===== config.mk =====
export PLATFORM = sky130hd
export DESIGN_NAME = a429_rx
export DESIGN_NICKNAME = d
export VERILOG_FILES = /design/src/rtl/a429_rx_pkg.sv /design/src/rtl/a429_tick_gen.sv /design/src/rtl/a429_bit_slicer.sv /design/src/rtl/a429_word_hold.sv /design/src/rtl/a429_rx.sv
export SDC_FILE = /design/constraint.sdc
export NUM_CORES = 1
export LEC_CHECK = 0
export BUFFER_PORTS_ARGS = -buffer_cell sky130_fd_sc_hd__buf_2
export CAP_MARGIN = 15
export CORE_MARGIN = 2
export CORE_UTILIZATION = 35
export DETAILED_ROUTE_END_ITERATION = 10
export GPL_ROUTABILITY_DRIVEN = 0
export PLACE_DENSITY = 0.6
export SETUP_SLACK_MARGIN = 0.5
export SYNTH_ARGS = -nofsm -noshare
export SYNTH_HDL_FRONTEND = slang
export SYNTH_SLANG_ARGS = --single-unit

===== constraint.sdc =====
create_clock -name clk -period 1.64 [get_ports clk]
set_input_delay 0.328 -clock clk [delete_from_list [all_inputs] [get_ports clk]]
set_output_delay 0.328 -clock clk [all_outputs]
set_load 0.005 [all_outputs]

===== src/rtl/a429_rx_pkg.sv =====
// Shared types and the bus packing for the ARINC 429 receiver.
// Assumes a received word is stored with ARINC bit n at index n-1.
package a429_rx_pkg;

    localparam int WORD_BITS = 32;
    localparam int HALF_W    = 16;

    typedef logic [WORD_BITS-1:0] rx_word_t;
    typedef logic [HALF_W-1:0]    half_t;

    // First bus half: label bits reversed in the low byte, SDI and SSM/parity above.
    function automatic half_t pack_first(rx_word_t w);
        half_t h;
        h[15] = w[12];
        h[14] = w[11];
        h[13] = w[10];
        h[12] = w[9];
        h[11] = w[8];
        h[10] = w[30];
        h[9]  = w[29];
        h[8]  = w[31];
        for (int i = 0; i < 8; i++) begin
            h[7-i] = w[i];
        end
        return h;
    endfunction

    // Second bus half: ARINC bits 29..14 in place.
    function automatic half_t pack_second(rx_word_t w);
        return w[28:13];
    endfunction

    // Source/destination match on ARINC bits 9 and 10.
    function automatic logic sd_match(rx_word_t w, logic en, logic a, logic b);
        return !en || ((w[8] == a) && (w[9] == b));
    endfunction

endpackage


===== src/rtl/a429_tick_gen.sv =====
// Oversampling tick generator.
// Emits a one-cycle tick every DIV_FAST or DIV_SLOW master clocks, chosen by
// rate_sel. Assumes both divisors are at least 2.
module a429_tick_gen #(
    parameter int DIV_FAST = 10,
    parameter int DIV_SLOW = 80
) (
    input  logic clk,
    input  logic rst_n,
    input  logic rate_sel,
    output logic tick
);

    localparam int CW = $clog2(DIV_SLOW);

    logic [CW-1:0] cnt;
    logic [CW-1:0] limit;

    // Select the terminal count for the active rate.
    always_comb begin
        limit = rate_sel ? CW'(DIV_SLOW - 1) : CW'(DIV_FAST - 1);
    end

    // Count master clocks and pulse tick at the terminal count.
    always_ff @(posedge clk) begin
        if (!rst_n) begin
            cnt  <= '0;
            tick <= 1'b0;
        end else if (cnt >= limit) begin
            cnt  <= '0;
            tick <= 1'b1;
        end else begin
            cnt  <= cnt + 1'b1;
            tick <= 1'b0;
        end
    end

    AST_TICK_ISOLATED: assert property (@(posedge clk) disable iff (!rst_n)
        tick |=> !tick);

endmodule


===== src/rtl/a429_bit_slicer.sv =====
// Line sampler and word assembler.
// Picks line or transmitter levels, registers them, detects the start of each
// driven half on a tick, samples it SAMPLE_PH ticks later and shifts the bit in.
// After 32 bits it pulses word_done with word_good. A run of GAP_BITS*OVS null
// ticks restarts the bit count. Assumes OVS >= 4.
module a429_bit_slicer
    import a429_rx_pkg::*;
#(
    parameter int OVS      = 10,
    parameter int GAP_BITS = 4
) (
    input  logic     clk,
    input  logic     rst_n,
    input  logic     tick,
    input  logic     self_test_n,
    input  logic     line_one,
    input  logic     line_zero,
    input  logic     tx_one,
    input  logic     tx_zero,
    output logic     word_done,
    output logic     word_good,
    output rx_word_t word_data
);

    localparam int GAP_TICKS = GAP_BITS * OVS;
    localparam int GW        = $clog2(GAP_TICKS + 1);
    localparam int PW        = $clog2(OVS + 1);
    localparam int SAMPLE_PH = (OVS / 4 < 2) ? 2 : OVS / 4;
    localparam int BW        = $clog2(WORD_BITS);

    logic          sel_one, sel_zero;
    logic          one_q, zero_q;
    logic          is_null, is_bad;
    logic          prev_null, active, err;
    logic [PW-1:0] phase;
    logic [GW-1:0] gap_cnt;
    logic [BW-1:0] bit_cnt;
    rx_word_t      shreg;
    rx_word_t      shifted;

    // Choose loopback or line as the level source.
    always_comb begin
        sel_one  = self_test_n ? line_one  : tx_one;
        sel_zero = self_test_n ? line_zero : tx_zero;
    end

    // Register the chosen levels once per master clock.
    always_ff @(posedge clk) begin
        if (!rst_n) begin
            one_q  <= 1'b0;
            zero_q <= 1'b0;
        end else begin
            one_q  <= sel_one;
            zero_q <= sel_zero;
        end
    end

    // Classify the registered level and form the next shift value.
    always_comb begin
        is_null = !one_q && !zero_q;
        is_bad  = one_q && zero_q;
        shifted = {one_q, shreg[WORD_BITS-1:1]};
    end

    // Track the gap, bit phase, bit count and per-word error on each tick.
    always_ff @(posedge clk) begin
        if (!rst_n) begin
            prev_null <= 1'b0;
            active    <= 1'b0;
            err       <= 1'b0;
            phase     <= '0;
            gap_cnt   <= '0;
            bit_cnt   <= '0;
            shreg     <= '0;
            word_done <= 1'b0;
            word_good <= 1'b0;
            word_data <= '0;
        end else begin
            word_done <= 1'b0;
            if (tick) begin
                prev_null <= is_null;
                if (!is_null) begin
                    gap_cnt <= '0;
                end else if (gap_cnt != GW'(GAP_TICKS)) begin
                    gap_cnt <= gap_cnt + 1'b1;
                end
                if (is_null && gap_cnt == GW'(GAP_TICKS - 1)) begin
                    bit_cnt <= '0;
                    err     <= 1'b0;
                    active  <= 1'b0;
                end else if (active) begin
                    if (phase == PW'(SAMPLE_PH)) begin
                        active <= 1'b0;
                        shreg  <= shifted;
                        if (bit_cnt == BW'(WORD_BITS - 1)) begin
                            word_done <= 1'b1;
                            word_good <= !(err || is_null || is_bad);
                            word_data <= shifted;
                            bit_cnt   <= '0;
                            err       <= 1'b0;
                        end else begin
                            bit_cnt <= bit_cnt + 1'b1;
                            if (is_null || is_bad) begin
                                err <= 1'b1;
                            end
                        end
                    end else begin
                        phase <= phase + 1'b1;
                        if (is_bad) begin
                            err <= 1'b1;
                        end
                    end
                end else begin
                    if (is_bad) begin
                        err <= 1'b1;
                    end
                    if (prev_null && !is_null && !is_bad) begin
                        active <= 1'b1;
                        phase  <= PW'(1);
                    end
                end
            end
        end
    end

    AST_DONE_ON_TICK: assert property (@(posedge clk) disable iff (!rst_n)
        word_done |-> $past(tick));
    AST_DONE_SINGLE: assert property (@(posedge clk) disable iff (!rst_n)
        word_done |=> !word_done);
    AST_BAD_NOT_GOOD: assert property (@(posedge clk) disable iff (!rst_n)
        (word_done && word_good) |-> !$past(is_bad));

endmodule


===== src/rtl/a429_word_hold.sv =====
// One-word output buffer.
// Applies the bit 9/10 match and stores accepted words as two bus halves.
// Keeps the ready and overrun flags and tracks which halves have been read.
// Assumes word_done is a single-cycle pulse.
module a429_word_hold
    import a429_rx_pkg::*;
(
    input  logic     clk,
    input  logic     rst_n,
    input  logic     word_done,
    input  logic     word_good,
    input  rx_word_t word_data,
    input  logic     dec_en,
    input  logic     dec_a,
    input  logic     dec_b,
    input  logic     rd_first,
    input  logic     rd_second,
    output half_t    out_first,
    output half_t    out_second,
    output logic     data_ready,
    output logic     overrun
);

    logic latch;
    logic got_first, got_second;
    logic seen_first, seen_second;

    // Decide whether the finished word is stored; merge this cycle's reads.
    always_comb begin
        latch       = word_done && word_good && sd_match(word_data, dec_en, dec_a, dec_b);
        seen_first  = got_first  || rd_first;
        seen_second = got_second || rd_second;
    end

    // Store accepted words and manage ready, overrun and read tracking.
    always_ff @(posedge clk) begin
        if (!rst_n) begin
            out_first  <= '0;
            out_second <= '0;
            data_ready <= 1'b0;
            overrun    <= 1'b0;
            got_first  <= 1'b0;
            got_second <= 1'b0;
        end else if (latch) begin
            out_first  <= pack_first(word_data);
            out_second <= pack_second(word_data);
            overrun    <= overrun || data_ready;
            data_ready <= 1'b1;
            got_first  <= 1'b0;
            got_second <= 1'b0;
        end else if (data_ready) begin
            if (seen_first && seen_second) begin
                data_ready <= 1'b0;
                overrun    <= 1'b0;
                got_first  <= 1'b0;
                got_second <= 1'b0;
            end else begin
                got_first  <= seen_first;
                got_second <= seen_second;
            end
        end
    end

    AST_READY_AFTER_STORE: assert property (@(posedge clk) disable iff (!rst_n)
        latch |=> data_ready);
    AST_READY_FALL_NEEDS_READ: assert property (@(posedge clk) disable iff (!rst_n)
        $fell(data_ready) |-> $past(rd_first || rd_second));
    AST_OVERRUN_ON_UNREAD: assert property (@(posedge clk) disable iff (!rst_n)
        (latch && data_ready) |=> overrun);
    AST_SD_BITS_MATCH: assert property (@(posedge clk) disable iff (!rst_n)
        (latch && dec_en) |=> (out_first[11] == $past(dec_a) && out_first[12] == $past(dec_b)));

endmodule


===== src/rtl/a429_rx.sv =====
// ARINC 429 serial word receiver, top level.
// Connects the tick generator, the bit slicer and the one-word output buffer.
// Assumes the line indications are glitch-free digital levels from a front end.
module a429_rx
    import a429_rx_pkg::*;
#(
    parameter int DIV_FAST = 10,
    parameter int DIV_SLOW = 80,
    parameter int OVS      = 10,
    parameter int GAP_BITS = 4
) (
    input  logic        clk,
    input  logic        rst_n,
    input  logic        rate_sel,
    input  logic        self_test_n,
    input  logic        dec_en,
    input  logic        dec_a,
    input  logic        dec_b,
    input  logic        line_one,
    input  logic        line_zero,
    input  logic        tx_one,
    input  logic        tx_zero,
    input  logic        rd_first,
    input  logic        rd_second,
    output logic [15:0] out_first,
    output logic [15:0] out_second,
    output logic        data_ready,
    output logic        overrun
);

    logic     tick;
    logic     word_done;
    logic     word_good;
    rx_word_t word_data;

    a429_tick_gen #(
        .DIV_FAST (DIV_FAST),
        .DIV_SLOW (DIV_SLOW)
    ) tick_i (
        .clk      (clk),
        .rst_n    (rst_n),
        .rate_sel (rate_sel),
        .tick     (tick)
    );

    a429_bit_slicer #(
        .OVS      (OVS),
        .GAP_BITS (GAP_BITS)
    ) slicer_i (
        .clk         (clk),
        .rst_n       (rst_n),
        .tick        (tick),
        .self_test_n (self_test_n),
        .line_one    (line_one),
        .line_zero   (line_zero),
        .tx_one      (tx_one),
        .tx_zero     (tx_zero),
        .word_done   (word_done),
        .word_good   (word_good),
        .word_data   (word_data)
    );

    a429_word_hold hold_i (
        .clk        (clk),
        .rst_n      (rst_n),
        .word_done  (word_done),
        .word_good  (word_good),
        .word_data  (word_data),
        .dec_en     (dec_en),
        .dec_a      (dec_a),
        .dec_b      (dec_b),
        .rd_first   (rd_first),
        .rd_second  (rd_second),
        .out_first  (out_first),
        .out_second (out_second),
        .data_ready (data_ready),
        .overrun    (overrun)
    );

endmodule


==> run metrics, run 1 <==
status=finished with violations; violated checks=setup timing; WP buf/inv=6; Synth Instances=565; Overflow after GRT=0; r2r endpoint=slicer_i.shreg[10]$_SDFFE_PN0P_; Synth top area share=51.2%; DIE HEIGHT=124 microns; dpl cells=773; post-DR wirelength/cell=16.6 microns; CP max-delay cell=dfxtp_2; RSZ-0062 raised after global routing=true; Worst Setup Path Type=reg2reg; DIE WIDTH=124 microns; Synth warnings=0; area leader, netlist=dfxtp_1; first-pass GRT wire length=21.5 mm; vias in the first global route=4412; via/cell ratio=5.20; mux cell area share after synthesis=6.94%; initial antenna violation count=0; CP Depth=11; hold path depth=3; post-synthesis cell area=5050 sq um; hold buffers post-CTS=0; Leak Pwr=3.23 nW; hold_sp=tx_one; PwrDens=939 nW/um^2; Main synth FF type=dfxtp_1; drc violations=0; CTS Buffer Depth=2; reg2reg start=slicer_i.zero_q$_SDFF_PN0_; Starting Density=36.1%; Net Count, Synth=590; register area share after synthesis=51.2%; simple-gate portion of the synthesized area=20.5%; Clock Sinks=129; largest family of logic cells by synthesized area=simple AND/OR/NAND/NOR gates; EDFF count, synth=0; routed wire length=14.5 mm; CTS tree=done; transition time of the tightest slew-check pin=0.472 ns; XOR/XNOR share of the synthesized area=2.08%; CP Max Fanout=8; ys async rst share=0%; clk slew on worst S/H paths=0.06 ns; fin. max-slew vios=0; TritonCTS Buffers=17; worst endpoint required time=1.99 ns; Core Box Area=14000 sq um; drt pass-1 iters=5; Non-Filler Instances=873; reg2reg setup slack=-0.07 ns; Synth Area in Compound Gates=12.0%; antenna viol nets, final=0; hpwl dp=6.39 mm; synthesized flop and latch total=129; layout cells sized above 1=47.0%; Max VDD drop=774 uV; final setup vio count=36; largest net degree at the start of global routing=107; syn avg cell area=8.93 sq um; Final Hold Fails=0; CTS Root Cell=clkbuf_16; CP Capture Type=flop; Max Freq=584 MHz; Cell Chain, Critical Path=inv_2, ha_4, nand3b_4, buf_6, o211ai_4, buf_6, buf_6, buf_12, buf_16, nand3_2, o21ai_1; most frequent cell on the critical path=buf_6; # IOs=47; via count=4536; die area=15400 sq um; clock period minus worst slack=1.71 ns; gr usage total=18.4%; Final WS setup=-0.0727 ns; Top delay family on crit path=buffers and inverters; num rows=43; Area Growth Syn to Fin=60.1%; min-delay worst type=in2reg; Rel. slew slack=68.6%; reg2reg path depth=11; # H-tree levels=4; Unique masters post-synth=47; Arr. time, crit path=2.06 ns; Worst Skew=0.0107 ns; Hold Path End=slicer_i.one_q$_SDFF_PN0_; period utilization=104%; Inserted Diodes=0; Crit path largest cell delay=0.33 ns; adder-cell share of the synthesized area=2.98%; main area contributors after synthesis=dfxtp_1 (51%), nand2_1 (7.8%), mux2i_1 (6.9%); total power=7.59 mW; # port buffers=46; nets=705; Startpoint Class=flop; Fillers=1119; Multi-input gate area=2850 sq um; FF+latch area=2650 sq um; max_cap viols=0; Iteration-0 DRC Markers=253; worst skew pair latency=0.41 ns
worst reg2reg max path, delay by kind of cell (launching register included):
kind | cells | cell delay [ns]
fa+ha+maj | 1 | 0.16
compound gates | 2 | 0.27
simple gates | 2 | 0.18
buf+inv | 6 | 0.71
flops | 1 | 0.33
what timing repair did:
item	in CTS	in global routing
gates cloned	16	3
setup buffers	35	14
resized for setup	149	60
endpoints found under the setup margin	161	160
pin swaps	41	18
synthesized netlist by cell type (2+ instances only):
library cell,number
nand2_1,105
xnor2_1,5
xor2_1,7
a21oi_1,7
a32o_1,2
a31oi_1,4
nand3_1,69
nor2_1,20
a311oi_1,2
mux2i_1,35
inv_1,9
a21o_1,3
dfxtp_1,129
buf_2,9
o21ai_0,70
ha_1,12
buf_4,5
o21a_1,3
nor3b_1,6
buf_1,4
and3_1,7
o211ai_1,2
o21ai_1,2
clkbuf_1,23
nand4_1,3
cell families (layout without fill, tap and decap cells):
logic type	Yosys count	after routing
multiplexers	35	35
flip-flops	129	129
AO/OA/AOI/OAI	104	104
AND/OR/NAND/NOR	223	223
XOR/XNOR	12	12
adder cells (fa/ha/maj)	12	12
buffers and inverters	50	178
how the worst max path moves through the flow:
| stage | startpoint | end | slack, ns |
|---|---|---|---|
| 6_report | slicer_i.zero_q$_SDFF_PN0_ | slicer_i.shreg[10]$_SDFFE_PN0P_ | -0.07 |
| 5_1_grt | slicer_i.zero_q$_SDFF_PN0_ | slicer_i.shreg[30]$_SDFFE_PN0P_ | -0.13 |
| 4_1_cts | slicer_i.bit_cnt[1]$_SDFFE_PN0P_ | slicer_i.err$_SDFFE_PN0P_ | -0.05 |
| 3_5_place_dp | slicer_i.bit_cnt[1]$_SDFFE_PN0P_ | slicer_i.err$_SDFFE_PN0P_ | -0.08 |
| 3_3_place_gp | slicer_i.bit_cnt[1]$_SDFFE_PN0P_ | slicer_i.err$_SDFFE_PN0P_ | -0.06 |
| 2_1_floorplan | slicer_i.bit_cnt[0]$_SDFFE_PN0P_ | slicer_i.err$_SDFFE_PN0P_ | -0.006 |
power breakdown:
| part | switching [mW] | internal (mW) |
|---|---|---|
| registers | 0.0126 | 3.14 |
| logic | 0.132 | 0.0764 |
| clock network | 1.40 | 2.83 |
| total | 1.54 | 6.04 |
sequential cells by signal, indices dropped and copies added (netlist names), 4 cells and up:
name / count
hold_i.out_first: 16
hold_i.out_second: 16
slicer_i.bit_cnt: 5
slicer_i.gap_cnt: 6
slicer_i.phase: 4
slicer_i.shreg: 31
slicer_i.word_data: 32
tick_i.cnt: 7
cell type report:
type                            count  area share, %
Multi-Input combinational cell    386           35.3
Tap cell                          180           2.79
Timing Repair Buffer              137           20.3
Inverter                            9          0.573
Clock buffer                       20           5.78
Sequential cell                   129           32.8
Clock inverter                     12           2.51
placed cells by master (no fill, tap or decap), types with 4 or more instances in the layout:
cell | netlist | layout
mux2i_1 | 35 | 34
o21ai_2 | 0 | 20
xnor2_1 | 5 | 5
buf_2 | 9 | 26
buf_12 | 0 | 11
buf_6 | 0 | 44
nand3_1 | 69 | 22
o21ai_1 | 2 | 45
clkbuf_16 | 0 | 20
o21ai_0 | 70 | 4
ha_4 | 0 | 7
buf_4 | 5 | 37
dfxtp_2 | 0 | 44
inv_2 | 0 | 4
nor2_1 | 20 | 17
xor2_1 | 7 | 6
a31oi_1 | 4 | 4
dfxtp_1 | 129 | 82
nand2_1 | 105 | 104
nand3_2 | 0 | 46
inv_1 | 9 | 4
and3_1 | 7 | 5
a21oi_2 | 0 | 6
ha_1 | 12 | 5
bufinv_16 | 0 | 5
buf_16 | 0 | 16
layer usage:
layer  vias up  part of all wire, %  track usage, %
met5         -                    0               0
met4         0                  3.1            8.71
met3        32                  3.3            4.08
met2        98                   51            31.3
met1      2192                   43            21.9
li1       2214                    -               -
per-stage QoR:
stage / area [sq um] / TNS (ns) / util, % / setup slack [ns] / hold slack (ns)
2_1_floorplan: 5460 / -0.00571 / - / -0.00571 / 0.432
3_3_place_gp: 5880 / -0.0645 / 42.1 / -0.0645 / 0.441
3_5_place_dp: 5880 / -0.0851 / 42.1 / -0.0832 / 0.449
4_1_cts: 7640 / -0.553 / 54.6 / -0.0489 / 0.160
5_1_grt: 8080 / -4.12 / 57.7 / -0.130 / 0.174
6_report: 8080 / -1.49 / 57.7 / -0.0727 / 0.167
(Power assumes the default switching activity.)
==> run 2: changes to the inputs <==
- PLACE_DENSITY: 0.6 -> 0.58
- clock period: 1.64 -> 2.15 ns (I/O delays scaled with it)
==> run metrics, run 2 (synthesized netlist as in run 1, its figures left out) <==
largest net degree at the start of global routing=101 (-5.6%); fin util=46.8% (-11 points); CTS tree=done; Area Growth Syn to Fin=29.6%; RSZ-0062 raised after global routing=true; clock period minus worst slack=1.70 ns (-0.00838 ns); CTS Buffer Depth=2 (unchanged); Final WS setup=0.446 ns (+0.518 ns); Non-Filler Instances=811 (-7.1%); gr usage total=14.4% (-4.0 points); fin. max-slew vios=0 (unchanged); max reg flops=32 (unchanged); nets=644 (-8.7%); CP Max Fanout=4 (-4); pre-CTS setup slack=0.240 ns (+0.323 ns); share of power burned in registers=44.5% (+2.9 points); Startpoint Class=flop; reg2reg setup slack=0.45 ns (+0.52 ns); worst endpoint required time=2.44 ns (+0.45 ns); clk slew on worst S/H paths=0.06 ns (about the same); Net Sw Frac=21.4% (+1.0 points); Max Freq=587 MHz (+0.49%); Final Hold Fails=0 (unchanged); die area=15400 sq um (unchanged); Worst Skew=0.0103 ns (-0.000384 ns); Rel. slew slack=64.7% (-3.8 points); hpwl dp=6.06 mm (-5.2%); drc violations=0 (unchanged); r2r endpoint=slicer_i.err$_SDFFE_PN0P_; Clock Sinks=129 (unchanged); TritonCTS Buffers=17 (unchanged); status=finished clean; antenna viol nets, final=0 (unchanged); setup TNS=0 ns (+1.49 ns); Regs by FF count=slicer_i.word_data: 32 flops, slicer_i.shreg: 31 flops; # H-tree levels=4 (unchanged); DIE HEIGHT=124 microns (unchanged); Largest Register=slicer_i.word_data; transition time of the tightest slew-check pin=0.525 ns (+0.0537 ns); most frequent cells in the layout=dfxtp_1 (122), nand2_1 (105), nand3_1 (67); Critical path origin=slicer_i.bit_cnt[0]$_SDFFE_PN0P_; Overflow after GRT=0 (unchanged); Arr. time, crit path=2.00 ns (-0.06 ns); Multi-input gate area=2410 sq um (-15%); initial antenna violation count=0 (unchanged); period utilization=79.3% (-25 points); clock network power share=53.4% (-2.3 points); Worst Setup Path Type=reg2reg; num rows=43 (unchanged); commonest non-fill, non-tap cell in the layout=dfxtp_1; PwrDens=826 nW/um^2 (-12%); reg2reg path depth=6 (-5); worst skew pair latency=0.42 ns (about the same); vias in the first global route=3763 (-15%); drt pass-1 iters=4 (-1); # port buffers=46 (unchanged); via/cell ratio=5.04 (-3.0%); first-pass GRT wire length=17.3 mm (-20%); # IOs=47 (unchanged); min-delay worst type=in2reg; routed wire length=11.0 mm (-24%); Leak Pwr=2.69 nW (-17%); CTS Root Cell=clkbuf_16; CP Capture Type=flop; Logic pwr share=2.1% (-0.6 points); Max VDD drop=568 uV (-27%); Fillers=1298 (+16%); Worst Setup EP=slicer_i.err$_SDFFE_PN0P_; Starting Density=36.1% (unchanged); dpl cells=759 (-1.8%); layout cells sized above 1=21.7% (-25 points); DIE WIDTH=124 microns (unchanged); FF+latch area=2600 sq um (-1.9%); Iteration-0 DRC Markers=253 (unchanged); via count=4086 (-9.9%); reg2reg start=slicer_i.bit_cnt[0]$_SDFFE_PN0P_; Inserted Diodes=0 (unchanged); max_cap viols=0 (unchanged); net switching power=1.15 mW (-25%); Core Box Area=14000 sq um (unchanged); Int Pwr=4.25 mW (-30%); post-DR wirelength/cell=13.6 microns (-18%); final setup vio count=0 (-100%)
## run 2: how the worst min path moves through the flow
| stage | start | to | slack (ns) | cells past startpoint |
|---|---|---|---|---|
| global route | tx_one | slicer_i.one_q$_SDFF_PN0_ | 0.29 | 3 |
| global placement | hold_i.out_first[11]$_SDFFE_PN0P_ | hold_i.out_first[11]$_SDFFE_PN0P_ | 0.44 | 2 |
| CTS | tx_zero | slicer_i.zero_q$_SDFF_PN0_ | 0.28 | 3 |
| floorplan | slicer_i.word_good$_SDFFE_PN0P_ | slicer_i.word_good$_SDFFE_PN0P_ | 0.43 | 2 |
| detailed placement | slicer_i.word_data[26]$_SDFFE_PN0P_ | hold_i.out_second[13]$_SDFFE_PN0P_ | 0.45 | 2 |
| finish | tx_zero | slicer_i.zero_q$_SDFF_PN0_ | 0.30 | 3 |
## run 2: worst max-delay path: stages (launching register included)
cell and delay (ns):
dfxtp_2 0.34, ha_4 0.16, and3_4 0.18, ha_4 0.17, or4b_1 0.51, o221ai_2 0.17, a21oi_1 0.06
## run 2: area by class of cell
class / instances / area share [%]
Clock buffer: 18 / 6.56
Inverter: 9 / 0.555
Sequential cell: 129 / 39.7
Multi-Input combinational cell: 387 / 36.9
Tap cell: 180 / 3.44
Clock inverter: 13 / 2.47
Timing Repair Buffer: 75 / 10.3
## run 2: timing repair
action | in CTS | in global routing
cloned | 4 | 4
pin swaps | 4 | 5
resized for setup | 18 | 40
setup buffers | 9 | 4
endpoints found under the setup margin | 78 | 83
hold buffers | 0 | 0
## run 2: metrics by stage
stage	hold WS (ns)	cell area, sq um	total power [mW]
4_1_cts	0.276	6290	5.45
5_1_grt	0.289	6540	5.59
6_report	0.299	6540	5.40
3_3_place_gp	0.440	5460	2.56
2_1_floorplan	0.432	5070	2.53
3_5_place_dp	0.447	5460	2.56
## run 2: routing by layer
metal  vias to the layer above  track usage, %  wire, microns
met5                         -               0              0
met4                         0            8.29            242
met3                        18            3.57            476
met2                        83            23.2           5170
met1                      1920            17.5           5120
li1                       2065               -              -
## run 2: power by group through the flow
| stage | logic [mW] | clock network [mW] | registers [mW] |
|---|---|---|---|
| finish | 0.114 | 2.88 | 2.40 |
| global route | 0.128 | 3.06 | 2.40 |
| CTS | 0.109 | 2.94 | 2.41 |
| detailed placement | 0.106 | 0 | 2.46 |
| global placement | 0.102 | 0 | 2.46 |
| floorplan | 0.0724 | 0 | 2.46 |
==> run 3: changes to the inputs <==
- clock period: 2.15 -> 1.7 ns (I/O delays scaled with it)
==> run metrics, run 3 (synthesized netlist as in run 1, its figures left out) <==
M1 wire length=6.27 mm (+22%); transition time of the tightest slew-check pin=0.399 ns (-0.126 ns); status=finished with violations; Leak Pwr=3.34 nW (+24%); via/cell ratio=5.18 (+2.9%); Rel. slew slack=73.4% (+8.7 points); Arr. time, crit path=2.07 ns (+0.07 ns); first-pass GRT wire length=20.7 mm (+20%); Area Growth Syn to Fin=64.0%; DIE WIDTH=124 microns (unchanged); Final Hold Fails=0 (unchanged); Iteration-0 DRC Markers=369 (+46%); min-delay worst type=in2reg; worst skew pair latency=0.42 ns (about the same); worst endpoint required time=2.04 ns (-0.40 ns); clock period minus worst slack=1.72 ns (+0.0200 ns); # H-tree levels=4 (unchanged); gr usage total=17.6% (+3.2 points); highest metal used=met4; Worst Skew=0.00828 ns (-0.00201 ns); CTS Root Cell=clkbuf_16; Clock Sinks=129 (unchanged); vias in the first global route=4176 (+11%); period utilization=101% (+22 points); Fillers=1085 (-16%); FF+latch area=2660 sq um (+2.2%); hpwl dp=6.18 mm (+1.9%); Overflow after GRT=0 (unchanged); num rows=43 (unchanged); nets=713 (+11%); antenna viol nets, final=0 (unchanged); fin. max-slew vios=0 (unchanged); most frequent cells in the layout=nand2_1 (104), dfxtp_1 (82), buf_6 (47); hold buffers post-CTS=0 (unchanged); Startpoint Class=flop; CP Max Fanout=3 (-1); clk slew on worst S/H paths=0.06 ns (about the same); Max Freq=580 MHz (-1.2%); met2 wire len=7.28 mm (+41%); Worst Setup Path Type=reg2reg; max reg flops=32 (unchanged); post-DR wirelength/cell=16.2 microns (+19%); TritonCTS Buffers=17 (unchanged); routed wire length=14.3 mm (+29%); Inserted Diodes=0 (unchanged); initial antenna violation count=0 (unchanged); Max VDD drop=735 uV (+29%); placed instance area=5850 sq um (+7.2%); final setup vio count=1 (+1); CP Capture Type=flop; # IOs=47 (unchanged); pre-CTS setup slack=-0.0235 ns (-0.263 ns); via count=4566 (+12%); Multi-input gate area=2940 sq um (+22%); # port buffers=46 (unchanged); RSZ-0062 raised after global routing=true; CTS Buffer Depth=2 (unchanged); Regs by FF count=slicer_i.word_data: 32 flops, slicer_i.shreg: 31 flops; max_cap viols=0 (unchanged); violated checks=setup timing; finished layout cell area=8280 sq um (+27%); met3 wire len=484 microns (+1.7%); Core Box Area=14000 sq um (unchanged); drt pass-1 iters=5 (+1); PwrDens=826 nW/um^2 (about the same); layout cells sized above 1=49.5% (+28 points); drc violations=0 (unchanged); total power=6.84 mW (+27%); CTS tree=done; commonest non-fill, non-tap cell in the layout=nand2_1; Starting Density=36.1% (unchanged); largest net degree at the start of global routing=88 (-13%); die area=15400 sq um (unchanged); Largest Register=slicer_i.word_data; Final WS setup=-0.0244 ns (-0.470 ns); worst hold slack=0.165 ns (-0.134 ns); DIE HEIGHT=124 microns (unchanged)
run 3: changes by cell type in the layout (fill, tap and decap cells not counted), sizes merged, moves of 2 or more:
cell and change:
clkbuf +4, buf +71, clkinvlp -3, clkinv +2
run 3: area by class of cell:
| cell class | count | area share [%] |
|---|---|---|
| multi-input cells | 386 | 35.5 |
| flip-flops and latches | 129 | 32.1 |
| repair buffers | 145 | 22.1 |
| clock buffers | 22 | 5.73 |
| well taps | 180 | 2.72 |
| clock inverters | 10 | 1.30 |
| inverters | 9 | 0.589 |
run 3: stage by stage:
stage                     std cells  util (%)  TNS [ns]
final                           881      59.2   -0.0244
after global routing            881      59.2    -0.547
after CTS                       858      54.3         0
after detailed placement        766      41.8   -0.0551
after global placement          766      41.8  -0.00954
after floorplan                 565         -         0
run 3: final timing paths:
kind / start / end / slack, ns / cells past startpoint
worst min-delay path: tx_zero / slicer_i.zero_q$_SDFF_PN0_ / 0.16 / 3
worst max-delay path: slicer_i.phase[0]$_SDFFE_PN0P_ / slicer_i.word_good$_SDFFE_PN0P_ / -0.02 / 7
worst min register to register: slicer_i.word_data[7]$_SDFFE_PN0P_ / hold_i.out_first[0]$_SDFFE_PN0P_ / 0.45 / 2
worst max register to register: slicer_i.phase[0]$_SDFFE_PN0P_ / slicer_i.word_good$_SDFFE_PN0P_ / -0.02 / 7
run 3: routing by layer:
layer	vias up	track usage (%)
li1	2220	-
met1	2237	21.6
met2	89	29.8
met3	20	4.12
met4	0	6.95
met5	-	0
run 3: what timing repair did:
item | in CTS | in global routing
pin swaps | 19 | 27
resized for setup | 129 | 105
buffers inserted | 43 | 18
endpoints found under the setup margin | 160 | 161
cloned | 17 | 5
run 3: critical path, stage by stage (launching register included):
cell and delay [ns]:
dfxtp_2 0.32, inv_2 0.06, ha_4 0.13, and4bb_4 0.26, buf_6 0.11, o2111ai_4 0.13, or4_4 0.47, a21oi_2 0.18
run 3: report_power, final:
group	switching, mW	total (mW)	internal (mW)
Clock	1.33	3.60	2.26
Combinational	0.128	0.204	0.0768
Sequential	0.0101	3.04	3.03
